--- src/rtl/pfc_pkg.sv ---
package pfc_pkg;
    localparam int BYTE_W = 8;

    localparam logic [BYTE_W-1:0] CH_SOP   = 8'h7A;
    localparam logic [BYTE_W-1:0] CH_EOP   = 8'h7B;
    localparam logic [BYTE_W-1:0] CH_CHAN  = 8'h7C;
    localparam logic [BYTE_W-1:0] CH_ESC   = 8'h7D;
    localparam logic [BYTE_W-1:0] ESC_MASK = 8'h20;
    localparam logic [BYTE_W-1:0] CHAN_ID  = 8'h00;

    typedef enum logic [2:0] {
        D_HUNT, D_BODY, D_CHNUM, D_ESC, D_LAST, D_LAST_ESC
    } dec_state_e;

    typedef enum logic [2:0] {
        E_IDLE, E_SOP, E_CHAN, E_CHNUM, E_EOPM, E_ESC, E_DATA
    } enc_state_e;

    function automatic logic is_special(input logic [BYTE_W-1:0] b);
        return (b == CH_SOP) || (b == CH_EOP) || (b == CH_CHAN) || (b == CH_ESC);
    endfunction
endpackage

--- src/rtl/pfc_decoder.sv ---
module pfc_decoder
    import pfc_pkg::*;
(
    input  logic              clk,
    input  logic              rst_n,
    input  logic              in_valid,
    output logic              in_ready,
    input  logic [BYTE_W-1:0] in_byte,
    output logic              out_valid,
    input  logic              out_ready,
    output logic [BYTE_W-1:0] out_data,
    output logic              out_sop,
    output logic              out_eop,
    output logic              err
);
    dec_state_e        st, nxt;
    logic              first, nfirst;
    logic              emit, elast, set_err, acc, tail, escd;
    logic [BYTE_W-1:0] ebyte;

    assign in_ready = !out_valid || out_ready;
    assign acc      = in_valid && in_ready;
    assign tail     = (st == D_LAST) || (st == D_LAST_ESC);
    assign escd     = (st == D_ESC)  || (st == D_LAST_ESC);

    always_comb begin
        nxt     = st;
        nfirst  = first;
        emit    = 1'b0;
        elast   = 1'b0;
        set_err = 1'b0;
        ebyte   = in_byte;
        if (acc) begin
            unique case (st)
                D_HUNT: begin
                    if (in_byte == CH_SOP) begin
                        nxt    = D_BODY;
                        nfirst = 1'b1;
                    end
                end
                D_CHNUM: begin
                    if (in_byte == CHAN_ID) begin
                        nxt = D_BODY;
                    end else begin
                        set_err = 1'b1;
                        nxt     = D_HUNT;
                    end
                end
                D_BODY, D_ESC, D_LAST, D_LAST_ESC: begin
                    if (in_byte == CH_SOP) begin
                        nxt    = D_BODY;
                        nfirst = 1'b1;
                    end else if (in_byte == CH_ESC) begin
                        if (escd) begin
                            set_err = 1'b1;
                            nxt     = D_HUNT;
                        end else begin
                            nxt = tail ? D_LAST_ESC : D_ESC;
                        end
                    end else if (in_byte == CH_EOP || in_byte == CH_CHAN) begin
                        if (escd || tail) begin
                            set_err = 1'b1;
                            nxt     = D_HUNT;
                        end else begin
                            nxt = (in_byte == CH_EOP) ? D_LAST : D_CHNUM;
                        end
                    end else begin
                        emit   = 1'b1;
                        ebyte  = escd ? (in_byte ^ ESC_MASK) : in_byte;
                        elast  = tail;
                        nfirst = 1'b0;
                        nxt    = tail ? D_HUNT : D_BODY;
                    end
                end
                default: nxt = D_HUNT;
            endcase
        end
    end

    // state register
    always_ff @(posedge clk) begin
        if (!rst_n) begin
            st    <= D_HUNT;
            first <= 1'b0;
        end else begin
            st    <= nxt;
            first <= nfirst;
        end
    end

    // output registers
    always_ff @(posedge clk) begin
        if (!rst_n) begin
            out_valid <= 1'b0;
            out_data  <= '0;
            out_sop   <= 1'b0;
            out_eop   <= 1'b0;
            err       <= 1'b0;
        end else begin
            if (emit) begin
                out_valid <= 1'b1;
                out_data  <= ebyte;
                out_sop   <= first;
                out_eop   <= elast;
            end else if (out_ready) begin
                out_valid <= 1'b0;
            end
            if (set_err) err <= 1'b1;
        end
    end
endmodule

--- src/rtl/pfc_encoder.sv ---
module pfc_encoder
    import pfc_pkg::*;
(
    input  logic              clk,
    input  logic              rst_n,
    input  logic              pk_valid,
    output logic              pk_ready,
    input  logic [BYTE_W-1:0] pk_data,
    input  logic              pk_sop,
    input  logic              pk_eop,
    output logic              ln_valid,
    input  logic              ln_ready,
    output logic [BYTE_W-1:0] ln_byte
);
    enc_state_e        st, nxt;
    logic [BYTE_W-1:0] hold_b;
    logic              hold_eop, hold_spec, take;

    function automatic enc_state_e body_entry(input logic eop, input logic spec);
        if (eop)  return E_EOPM;
        if (spec) return E_ESC;
        return E_DATA;
    endfunction

    function automatic enc_state_e entry(input logic sop, input logic eop,
                                         input logic [BYTE_W-1:0] b);
        if (sop) return E_SOP;
        return body_entry(eop, is_special(b));
    endfunction

    assign pk_ready = (st == E_IDLE) || (st == E_DATA && ln_ready);
    assign take     = pk_valid && pk_ready;

    always_comb begin
        nxt = st;
        unique case (st)
            E_IDLE:  if (take) nxt = entry(pk_sop, pk_eop, pk_data);
            E_SOP:   if (ln_ready) nxt = E_CHAN;
            E_CHAN:  if (ln_ready) nxt = E_CHNUM;
            E_CHNUM: if (ln_ready) nxt = body_entry(hold_eop, hold_spec);
            E_EOPM:  if (ln_ready) nxt = hold_spec ? E_ESC : E_DATA;
            E_ESC:   if (ln_ready) nxt = E_DATA;
            E_DATA:  if (ln_ready) nxt = take ? entry(pk_sop, pk_eop, pk_data) : E_IDLE;
            default: nxt = E_IDLE;
        endcase
    end

    // state register and captured byte
    always_ff @(posedge clk) begin
        if (!rst_n) begin
            st        <= E_IDLE;
            hold_b    <= '0;
            hold_eop  <= 1'b0;
            hold_spec <= 1'b0;
        end else begin
            st <= nxt;
            if (take) begin
                hold_b    <= pk_data;
                hold_eop  <= pk_eop;
                hold_spec <= is_special(pk_data);
            end
        end
    end

    // line outputs
    always_comb begin
        ln_valid = (st != E_IDLE);
        unique case (st)
            E_SOP:   ln_byte = CH_SOP;
            E_CHAN:  ln_byte = CH_CHAN;
            E_CHNUM: ln_byte = CHAN_ID;
            E_EOPM:  ln_byte = CH_EOP;
            E_ESC:   ln_byte = CH_ESC;
            E_DATA:  ln_byte = hold_spec ? (hold_b ^ ESC_MASK) : hold_b;
            default: ln_byte = '0;
        endcase
    end
endmodule

--- src/rtl/pfc_codec.sv ---
module pfc_codec
    import pfc_pkg::*;
(
    input  logic              clk,
    input  logic              rst_n,
    input  logic              rx_valid,
    output logic              rx_ready,
    input  logic [BYTE_W-1:0] rx_byte,
    output logic              dp_valid,
    input  logic              dp_ready,
    output logic [BYTE_W-1:0] dp_data,
    output logic              dp_sop,
    output logic              dp_eop,
    output logic              proto_err,
    input  logic              ep_valid,
    output logic              ep_ready,
    input  logic [BYTE_W-1:0] ep_data,
    input  logic              ep_sop,
    input  logic              ep_eop,
    output logic              tx_valid,
    input  logic              tx_ready,
    output logic [BYTE_W-1:0] tx_byte
);
    pfc_decoder u_dec (
        .clk(clk), .rst_n(rst_n),
        .in_valid(rx_valid), .in_ready(rx_ready), .in_byte(rx_byte),
        .out_valid(dp_valid), .out_ready(dp_ready), .out_data(dp_data),
        .out_sop(dp_sop), .out_eop(dp_eop), .err(proto_err)
    );

    pfc_encoder u_enc (
        .clk(clk), .rst_n(rst_n),
        .pk_valid(ep_valid), .pk_ready(ep_ready), .pk_data(ep_data),
        .pk_sop(ep_sop), .pk_eop(ep_eop),
        .ln_valid(tx_valid), .ln_ready(tx_ready), .ln_byte(tx_byte)
    );
endmodule

--- config.mk ---
export PLATFORM = sky130hd
export DESIGN_NAME = pfc_codec
export DESIGN_NICKNAME = d
export VERILOG_FILES = /design/src/rtl/pfc_pkg.sv /design/src/rtl/pfc_decoder.sv /design/src/rtl/pfc_encoder.sv /design/src/rtl/pfc_codec.sv
export SDC_FILE = /design/constraint.sdc
export NUM_CORES = 1
export LEC_CHECK = 0
export BUFFER_PORTS_ARGS = -buffer_cell sky130_fd_sc_hd__buf_2
export CAP_MARGIN = 20
export CORE_AREA = 2 2 63 80
export CTS_CLUSTER_DIAMETER = 120
export CTS_CLUSTER_SIZE = 8
export DETAILED_ROUTE_END_ITERATION = 7
export DIE_AREA = 0 0 65 82
export SYNTH_ARGS = -nofsm -noshare
export SYNTH_HDL_FRONTEND = slang
export SYNTH_SLANG_ARGS = --single-unit
export TNS_END_PERCENT = 50
--- constraint.sdc ---
create_clock -name clk -period 1.95 [get_ports clk]
set_clock_uncertainty 0.15 [all_clocks]
set_input_delay 0.0975 -clock clk [delete_from_list [all_inputs] [get_ports clk]]
set_output_delay 0.0975 -clock clk [all_outputs]
set_load 0.02 [all_outputs]
Word level (Yosys, flattened, before mapping) --
Cells that the tools add are included.
Operators by class: equality and inequality tests 29, multiplexer cells 95, bitwise gates (word level) 2, reduce and logical (&&, ||, !) cells 23
Operators by type and width (count):
- $mux 3 | 29
- $eq 8x7->1 const B | 8
- $mux 1 | 53
- $mux 6 | 7
- $pmux 8 s5 | 1
- $pmux 3 s7 | 1
- $eq 3x3->1 const B | 5
- $eq 3x2->1 const B | 4
- $ne 2x2->1 const B | 6
- $logic_or 1x1->1 | 9
- $pmux 3 s3 | 1
- $logic_not 8->1 | 1
- $reduce_and 7->1 | 1
- $eq 3x1->1 const B | 2
- $logic_not 3->1 | 2
- $ne 3x2->1 const B | 2
- $reduce_and 5->1 | 1
- $ne 2x1->1 const B | 2
- $pmux 1 s2 | 2
- $reduce_bool 2->1 | 2
- $reduce_or 4->1 | 1
- $logic_and 1x1->1 | 3
- $reduce_bool 3->1 | 1
- $mux 2 | 1
- 3 further kinds | 4
Word-level totals: bits in registers 29, input port bits 24, output and inout port bits 23, logic and storage cells 160

Logic depth before layout (Yosys ltp) --
Gate-level depths: netlist of run 1.
depth after elaboration 18, mapped depth 7, gate-level depth less buffers 4

By module --
From an unflattened synthesis of run 1, not the netlist that was laid out.
Unflattened totals: cell total of the unflattened synthesis 201, area total of the unflattened synthesis 1706.6 um2
Modules (own cells, without submodules):
- pfc_decoder | times used 1, cells each 100, area each 889.6 um2, seq. area each 320.3 um2
- pfc_encoder | times used 1, cells each 101, area each 817.0 um2, seq. area each 260.2 um2

Least setup slack after synthesis of run 1 --
Ideal clock, no wire load.
path type flip-flop to flip-flop, start point register u_dec.out_valid, end point register u_dec.st[1], setup time 70 ps, arrival time 1559 ps, data required time 1730 ps, setup slack 170 ps, cell stages (with the launch flop) 6, buffers on the path 1, clock period less this slack 1780 ps, path through dfxtp_1 > nand2b_1 > clkbuf_1 > nand2_1 > or4_1 > a21oi_1
Between the ends: word-level cells in the longest chain between the ends 4
Ends and longest elaborated chain:
- from (decl) | line pfc_decoder.sv:9 | output logic out_valid,
- from (signal assigned) | line pfc_decoder.sv:94 | out_valid <= 1'b0;
- from (signal assigned) | line pfc_decoder.sv:101 | out_valid <= 1'b1;
- from (signal assigned) | line pfc_decoder.sv:106 | out_valid <= 1'b0;
- $logic_not 1->1 | line pfc_decoder.sv:21 | assign in_ready = !out_valid || out_ready;
- $logic_or 1x1->1 | line pfc_decoder.sv:21
- net rx_ready | line pfc_codec.sv:7 | output logic rx_ready,
- $logic_and 1x1->1 | line pfc_decoder.sv:22 | assign acc = in_valid && in_ready;
- $reduce_and 2->1 (no source line)
- to (signal assigned) | line pfc_decoder.sv:86 | st <= nxt;
- to (decl) | line pfc_decoder.sv:16 | dec_state_e st, nxt;
The timed path passes the listed nets, and every way through them passes these cells. A chain may end at the register's enable or synchronous reset.

Worst setup path after layout of run 1 --
start point input port rx_byte[7], end point register u_dec.st[1]
Between the ends: word-level cells in the longest chain between the ends 7, elaborated cells between the ends (all ways) 13, those cells by class eq/ne (5); mux (6); reduce/logical (2)
Ends and longest elaborated chain:
- from (decl) | line pfc_codec.sv:8 | input logic [BYTE_W-1:0] rx_byte,
- $eq 8x7->1 | line pfc_decoder.sv:60, pfc_decoder.sv:65
- $mux 3 | line pfc_decoder.sv:65 | nxt = (in_byte == CH_EOP) ? D_LAST : D_CHNUM;
- $mux 3 | line pfc_decoder.sv:61 | if (escd || tail) begin
- $mux 3 | line pfc_decoder.sv:60 | end else if (in_byte == CH_EOP || in_byte == CH_CHAN) begin
- $mux 3 | line pfc_decoder.sv:53 | end else if (in_byte == CH_ESC) begin
- $mux 3 | line pfc_decoder.sv:50 | if (in_byte == CH_SOP) begin
- $pmux 3 s3 | line pfc_decoder.sv:34 | unique case (st)
Parallel ways exist; a longest one is shown, timed or not.

==> results of run 1 <==
[worst max-delay path, stage by stage]
cell and delay [ns]:
dlygate4sd3_1 0.53, buf_2 0.13, and4b_1 0.35, nand4_1 0.13
or4_1 0.51, a21oi_1 0.15
[flip-flops by register name, summed over array words and instances (netlist names)]
name,cells
u_dec.out_valid,1
u_dec.out_eop,1
u_enc.hold_spec,1
u_dec.st,3
u_enc.st,3
u_enc.hold_eop,1
u_dec.first,1
u_enc.hold_b,8
u_dec.out_data,8
u_dec.out_sop,1
u_dec.err,1
[cell usage in the layout (no fill, tap or decap), types with 3 or more instances in the layout]
cell type      instances
inv_1                  8
nor2b_1                3
buf_4                  9
nand2b_1               6
a31oi_1                3
o21a_1                 3
buf_2                 46
clkbuf_8               5
dfxtp_1               29
nor3b_1                3
nor2_1                19
nand2_1               12
a21oi_1               28
nand3_1               12
o21bai_1               4
o21ai_0               18
mux2i_1               11
a211oi_1               3
dlygate4sd3_1         15
nand4_1                4
[cell families after synthesis]
group | count (synthesis) | share of synthesized area (%)
AOI/OAI and AO/OA | 81 | 28.6
and+or+nand+nor | 78 | 23.8
DFF | 29 | 32.3
buffers and inverters | 27 | 7.67
muxes | 11 | 6.13
xor gates and xnor gates | 3 | 1.46
[power by group through the flow]
stage	sequential (W)	combinational (W)	clock, W
2_1_floorplan	0.000685	0.000578	0
3_3_place_gp	0.000697	0.000797	0
3_5_place_dp	0.000696	0.000798	0
4_1_cts	0.000683	0.000824	0.000486
5_1_grt	0.000693	0.000911	0.000519
6_report	0.000684	0.000825	0.000464
[final cells by class]
cell class                      instances  area (sq um)
Inverter                                8          30.0
Tap cell                               60          75.1
Clock buffer                            6          72.6
Clock inverter                          2          10.0
Sequential cell                        29           581
Timing Repair Buffer                   70           448
Multi-Input combinational cell        173          1080
Fill cell                             449          2300
[stage by stage]
stage	area, sq um	hold slack (ns)	total power (W)
floorplan	1800	0.0835	0.00126
global placement	2060	0.186	0.00149
detailed placement	2060	0.198	0.00149
CTS	2290	0.00803	0.00199
global route	2290	0.0234	0.00212
finish	2290	0.0152	0.00197
[final timing paths]
path / endpoint / slack [ns] / cells after the start
worst min-delay path: u_dec.out_data[2] / 0.02 / 3
worst max-delay path: u_dec.st[1] / 0.10 / 6
worst max register to register: u_dec.st[1] / 0.21 / 4
worst min register to register: u_dec.out_data[6] / 0.32 / 2
[layer usage]
layer,GRT usage (%),share of wire [%],vias up
met5,0,0,-
met4,7.87,1.6,0
met3,3.97,5.9,11
met2,34.7,52,75
met1,22.5,40,839
li1,-,-,954
==> results.md, run 1 <==
Outcome:
- The flow ran to the end, and the final reports show no timing, DRC or antenna violations.

Job:
- The number of violations of the max-capacitance limit is 0.

Synth:
- The share of the yosys chip area belonging to registers is 32.3%.
- dfxtp_1 is the most common cell in the netlist.
- In the post-synthesis netlist, the biggest area contributors are dfxtp_1 32%, a21oi_1 7.8%, mux2i_1 6.1%.
- Yosys printed 0 warnings.
- The number of synthesized register bits is 29.
- Of all flip-flops after synthesis, the portion carrying an async set or reset was 0%.
- The synthesized design devotes to its leading area cell type around a third of total area.
- A synthesized cell averages between 7 and 8 sq um.
- When the netlist entered floorplanning its net count stood at 253.
- The cell accounting for the most synthesized area is dfxtp_1.
- The number of different library cells used by synthesis comes to 53.
- In the synthesized netlist, the number of instances is approximately 230.
- Counting flops with a built-in enable in the synthesized netlist gives 0.
- After synthesis the cells add up to between 1500 and 2000 sq um.
- The prevailing post-synth register cell is dfxtp_1.
- The commonest cells after synthesis are 29 x dfxtp_1, 28 x a21oi_1, 19 x nor2_1, 18 x o21ai_0.

Detailed routing:
- Summed over all layers, the routed wires come to around 4.8 mm.
- The DRC violations left is 0.
- The number of search-and-repair iterations in the first detailed-routing pass is 5.
- The number of DRC violations after detailed-routing iteration 0 is 92.
- In the final routed layout, each cell accounts on average for approximately 14 um.
- The via count is 1879.
- The count of nets left with antenna violations once routing finished came out at 0.
- The post-detailed-route via-to-cell ratio is 5.40.

Pwr:
- The power per unit of standard cell area is 860 nW/um^2.
- The largest vdd supply drop is approximately 0.00035 V.
- Of the total power, the share spent switching nets is 37.4%.
- The clock group share of total power is around a quarter.
- The cell-internal power is roughly 0.0012 W.
- The net switching power of the design is approximately 0.00074 W.
- In this run the static leakage power is ~0.94 nW.
- The part of the total power dissipated in sequential elements is a little over a third.
- The proportion of power drawn by combinational gates is between 40% and 50%.

Cells and area:
- Cells fill about half of the core in the end.
- Relative to the synthesized area, the layout overhead comes to 27.7%.
- At the end of the flow, the number of nets in the layout was between 300 and 400.
- The non-filler instance count after layout is roughly 350.
- The layout cell share with drive strength beyond 1 is 23.3%.
- The number of diodes added for antenna fixing is 0.

Die:
- The die footprint is ~5300 sq um.
- The die width is 65 um.
- Once the floorplan was initialized, standard cells occupied between 30% and 40% of the core.
- The total I/O pin count is 47.
- The height of the chip is between 80 and 90 um.
- The floorplan has 28 rows.
- The total core area is between 4000 and 5000 sq um.

STA:
- The number of hold-slack violations in the final timing report was 0.
- The final setup violation count is 0.
- The sum of negative setup slack is 0 ns.
- Setup repair after global routing left no endpoint under its margin.
- Counting I/O delays and the setup requirement, the final critical path takes approximately 1.8 ns.
- The worst pin sits at a relative slew slack of between 70% and 80%.
- For the pin with the worst max-slew slack, the measured transition is slightly below 0.4 ns.
- Setup slack on the critical path of the routed design comes to about 0.10 ns.
- The total count of max-transition violations in the final report is 0.
- The highest clock frequency the design can meet is 541 MHz.
- After layout, the worst path uses 94.8% of the clock period.

Clocking:
- Once the clock tree was built, the setup fixing pass inserted 0 buffers.
- The number of sinks on the clock net is 29.
- The H-tree was split into 2 levels.
- The register clock-pin slew on the reported worst setup and hold paths is around 0.06 ns.
- The buffer cell driving the clock tree root is clkbuf_8.
- For the worst-skew pair, the clock arrives at the later sink with an insertion delay of between 0.2 and 0.3 ns.
- Buffers inserted to repair hold after CTS numbered 15.
- The post-cts gate resize count is 0.
- Buffers inserted during clock tree synthesis total 5.
- The clock passes through at most 2 buffers.
- TritonCTS built the clock tree.

Worst hold path:
- The hold path startpoint is rx_byte[2].
- The worst min-delay path category is input pin to flop.

Placement:
- At the end of routability-driven placement, the weighted congestion stood at roughly 0.9.
- Buffers placed on the I/O ports in this run total 46.
- The total placed cells including tap cells is ~330.
- Prior to clock tree synthesis, the placed netlist has a worst setup slack of between 0.2 and 0.25 ns.
- The wire-length estimate of the detail-placed layout is 3.44 mm.

Critical path:
- STA classifies the critical path endpoint as a flop.
- The category of the worst setup path launch point is an input pin.
- The most critical setup path has its startpoint at rx_byte[7].
- Along the worst path, the maximum fanout reaches 4.
- For the worst setup path, the data arrival time is about 1.9 ns.
- The class of the most critical setup path is input pin to flop.
- In this run the critical register-to-register path is launched from u_dec.st[2].
- The required time of the critical path is 2.01 ns.

GRT:
- The number of antenna violations at the first check in global routing came to 0.
- Entering global routing, the biggest net connects 24 pins.
- The number of global-route vias before repair is roughly 1800.
- In the global route stage, overall resource usage came out at between 10% and 20%.
- The total congestion overflow is 0.
- The wire length of the first global-routing pass is approximately 8.0 mm.
Note: power is estimated with default switching activity, not from simulation.
==> run 2: changes to the inputs <==
- PLACE_DENSITY: not set -> 0.69
- TNS_END_PERCENT: 50 -> 30
==> results.md, run 2 (synthesis gave the netlist of run 1 again) <==
GRT:
- The number of global-route vias before repair is 1819 (+1.5%).
- The wire length of the first global-routing pass is 8.53 mm (+6.3%).
- The largest net degree at the start of global routing came to 24 (unchanged).
- The total congestion overflow is 0 (unchanged).
- The all-layer global routing usage came to 20.4% (+1.0 points).
- The number of antenna violations at the first check in global routing is 0 (unchanged).

Job:
- The number of violations of the max-capacitance limit is 0 (unchanged).

STA:
- The sum of negative setup slack is 0 ns (unchanged).
- The highest clock frequency the design can meet is 547 MHz (+1.1%).
- The final critical-path share of the clock period is 93.8% (-1.0 points).
- The final setup violation count is 0 (unchanged).
- The worst relative slew slack was 67.8% (-6.5 points).
- The worst hold slack is 0.0384 ns (+0.0232 ns).
- The setup slack after layout is 0.122 ns (+0.0203 ns).
- The minimum period implied by the final worst setup slack was 1.83 ns (-0.0203 ns).
- The transition time at the pin with the least slew margin is 0.481 ns (+0.0962 ns).
- Setup repair after global routing left no endpoint under its margin.
- The number of hold-slack violations in the final timing report was 0 (unchanged).
- The total count of max-transition violations in the final report came to 0 (unchanged).

Critical path:
- The class of the most critical setup path is input pin to flop.
- The worst reg-to-reg path cell count is 4 (unchanged).
- The largest driver fanout on the critical path is 4 (unchanged).
- The reg-to-reg critical path startpoint is u_dec.st[2].
- The worst register-to-register path ends at u_dec.out_data[5].
- The worst setup slack for register-to-register paths came to 0.21 ns (about the same).
- The top cell family by delay on the critical path is simple AND/OR/NAND/NOR gates.
- The worst setup path is launched from an input pin.
- The number of buffers and inverters on the critical path came to 2 (unchanged).
- The delay of the slowest cell on the worst path came to 0.53 ns (about the same).
- The critical-path cell with the highest stage delay is dlygate4sd3_1.
- The critical path arrival is 1.90 ns (about the same).
- The signal on the critical path passes through dlygate4sd3_1, buf_2, and4b_1, nand4_1, or4_1, a21oi_1.
- The required time of the critical path is 2.02 ns (about the same).
- The worst setup path is captured at a flop.
- The critical path depth is 6 (unchanged).

Clocking:
- The register clock-pin slew on the reported worst setup and hold paths is 0.07 ns (about the same).
- The H-tree depth reported by CTS is 2 (unchanged).
- The buffer cell driving the clock tree root is clkbuf_8.
- TritonCTS built the clock tree.
- The post-CTS setup buffer count came to 0 (unchanged).
- The number of sinks on the clock net was 29 (unchanged).
- The clock latency on the worst-skew pair is 0.28 ns (about the same).
- The maximum clock insertion buffer count came to 2 (unchanged).
- The post-cts gate resize count is 0 (unchanged).
- The number of buffers created by CTS is 5 (unchanged).

Die:
- The die footprint is 5330 sq um (unchanged).
- The die width came to 65 um (unchanged).
- The site row count is 28 (unchanged).
- The initial core utilization is 39.1% (unchanged).
- The height of the chip is 82 um (unchanged).
- The total I/O pin count came to 47 (unchanged).
- The total core area is 4590 sq um (unchanged).

Cells and area:
- The number of filler cells placed in the layout was 432 (-3.8%).
- The number of nets at the end of the flow is 314 (+0.96%).
- The largest registers in the layout are u_dec.out_data x8, u_enc.hold_b x8.
- The sequential cell area is 581 sq um (unchanged).
- The library cell used most frequently in the layout, excluding fill and tap cells, is buf_2.
- In the layout the commonest cells are 46 x buf_2, 29 x dfxtp_1, 28 x a21oi_1, 19 x nor2_1, 18 x o21ai_0.
- The area occupied by multi-input gates is 1080 sq um (unchanged).
- The layout cell share with drive strength beyond 1 came to 24.1% (+0.79 points).
- Relative to the synthesized area, the layout overhead comes to 30.9%.
- The number of diodes added for antenna fixing was 0 (unchanged).

Pwr:
- The largest vdd supply drop is 0.000595 V (+70%).
- The power per unit of standard cell area is 923 nW/um^2 (+7.2%).
- The leakage dissipation was 0.974 nW (+3.1%).

Detailed routing:
- The routed wire length is 5.13 mm (+7.5%).
- The via count came to 1950 (+3.8%).
- The DRC violations left is 0 (unchanged).
- The average routed wire per standard cell is 14.6 um (+6.6%).
- The number of DRC violations after detailed-routing iteration 0 is 138 (+50%).
- The number of search-and-repair iterations in the first detailed-routing pass was 4 (-1).
- The post-detailed-route via-to-cell ratio came to 5.56 (+2.9%).
- The number of routed nets with antenna violations is 0 (unchanged).

Worst hold path:
- The hold path startpoint is rx_byte[0].
- The endpoint with the worst hold slack is u_dec.out_data[0].
- The tightest min-delay check is of the input pin to flop type.
- The cell depth of the worst min-delay path is 3 (unchanged).

Placement:
- The worst setup timing slack at the placement stage was 0.258 ns (+0.0436 ns).
- The post-DP HPWL is 3.59 mm (+4.4%).
- The last weighted congestion value of the routability-driven placer came to 0.880 (-2.2%).
- The number of input and output port buffers inserted came to 46 (unchanged).

Outcome:
- The run finished with clean final reports.
==> run 2: cell count changes in the layout (fill, tap and decap cells not counted) <==
cell	change
clkinv_2	-2
bufinv_16	+1
clkbuf_8	+1
buf_4	+3
==> run 2: final cells by class <==
class                   count  share of cell area (%)
well taps                  60                    3.19
flip-flops and latches     29                    24.7
multi-input cells         173                    45.8
clock buffers               7                    3.67
inverters                   8                    1.28
clock inverters             1                    1.28
repair buffers             73                    20.0
==> run 2: repair_timing <==
action / in CTS / in global routing
endpoints found under the setup margin: 0 / 0
endpoints found under the hold margin: 17 / 0
hold buffers: 15 / 0
==> run 2: metal layers <==
layer  track usage, %  share of wire, %  up-vias
met5                0                 0        -
met2             36.7                52       74
met4             7.02               2.2        0
met3             4.25               4.8       15
met1             24.0                41      898
li1                 -                 -      963
==> run 2: through the flow <==
step           power [W]  utilization (%)  std cells  area, sq um
2_1_floorplan    0.00126                -        229         1800
5_1_grt          0.00229             51.2        351         2350
3_3_place_gp     0.00149             45.4        328         2080
3_5_place_dp     0.00150             45.4        328         2080
6_report         0.00217             51.2        351         2350
4_1_cts          0.00217             51.2        351         2350
==> run 2: how the worst max path moves through the flow <==
stage,endpoint,start
finish,u_dec.st[1],rx_byte[7]
global route,tx_byte[6],u_enc.st[1]
CTS,tx_byte[4],u_enc.st[1]
detailed placement,u_dec.out_data[5],u_dec.st[2]
global placement,u_dec.out_data[5],u_dec.st[2]
floorplan,u_dec.st[1],u_dec.out_valid
==> run 2: power by group <==
part / internal [W] / total [W] / switching, W
clock: 0.000416 / 0.000654 / 0.000238
sequential: 0.000643 / 0.000694 / 0.0000510
combinational: 0.000346 / 0.000819 / 0.000474
total: 0.00140 / 0.00217 / 0.000763
==> run 2: tightest hold or removal path, delay by kind of cell <==
family / cells / cell delay (ns)
and+or+nand+nor: 1 / 0.09
AOI/OAI and AO/OA: 1 / 0.06
buffers and inverters: 1 / 0.17
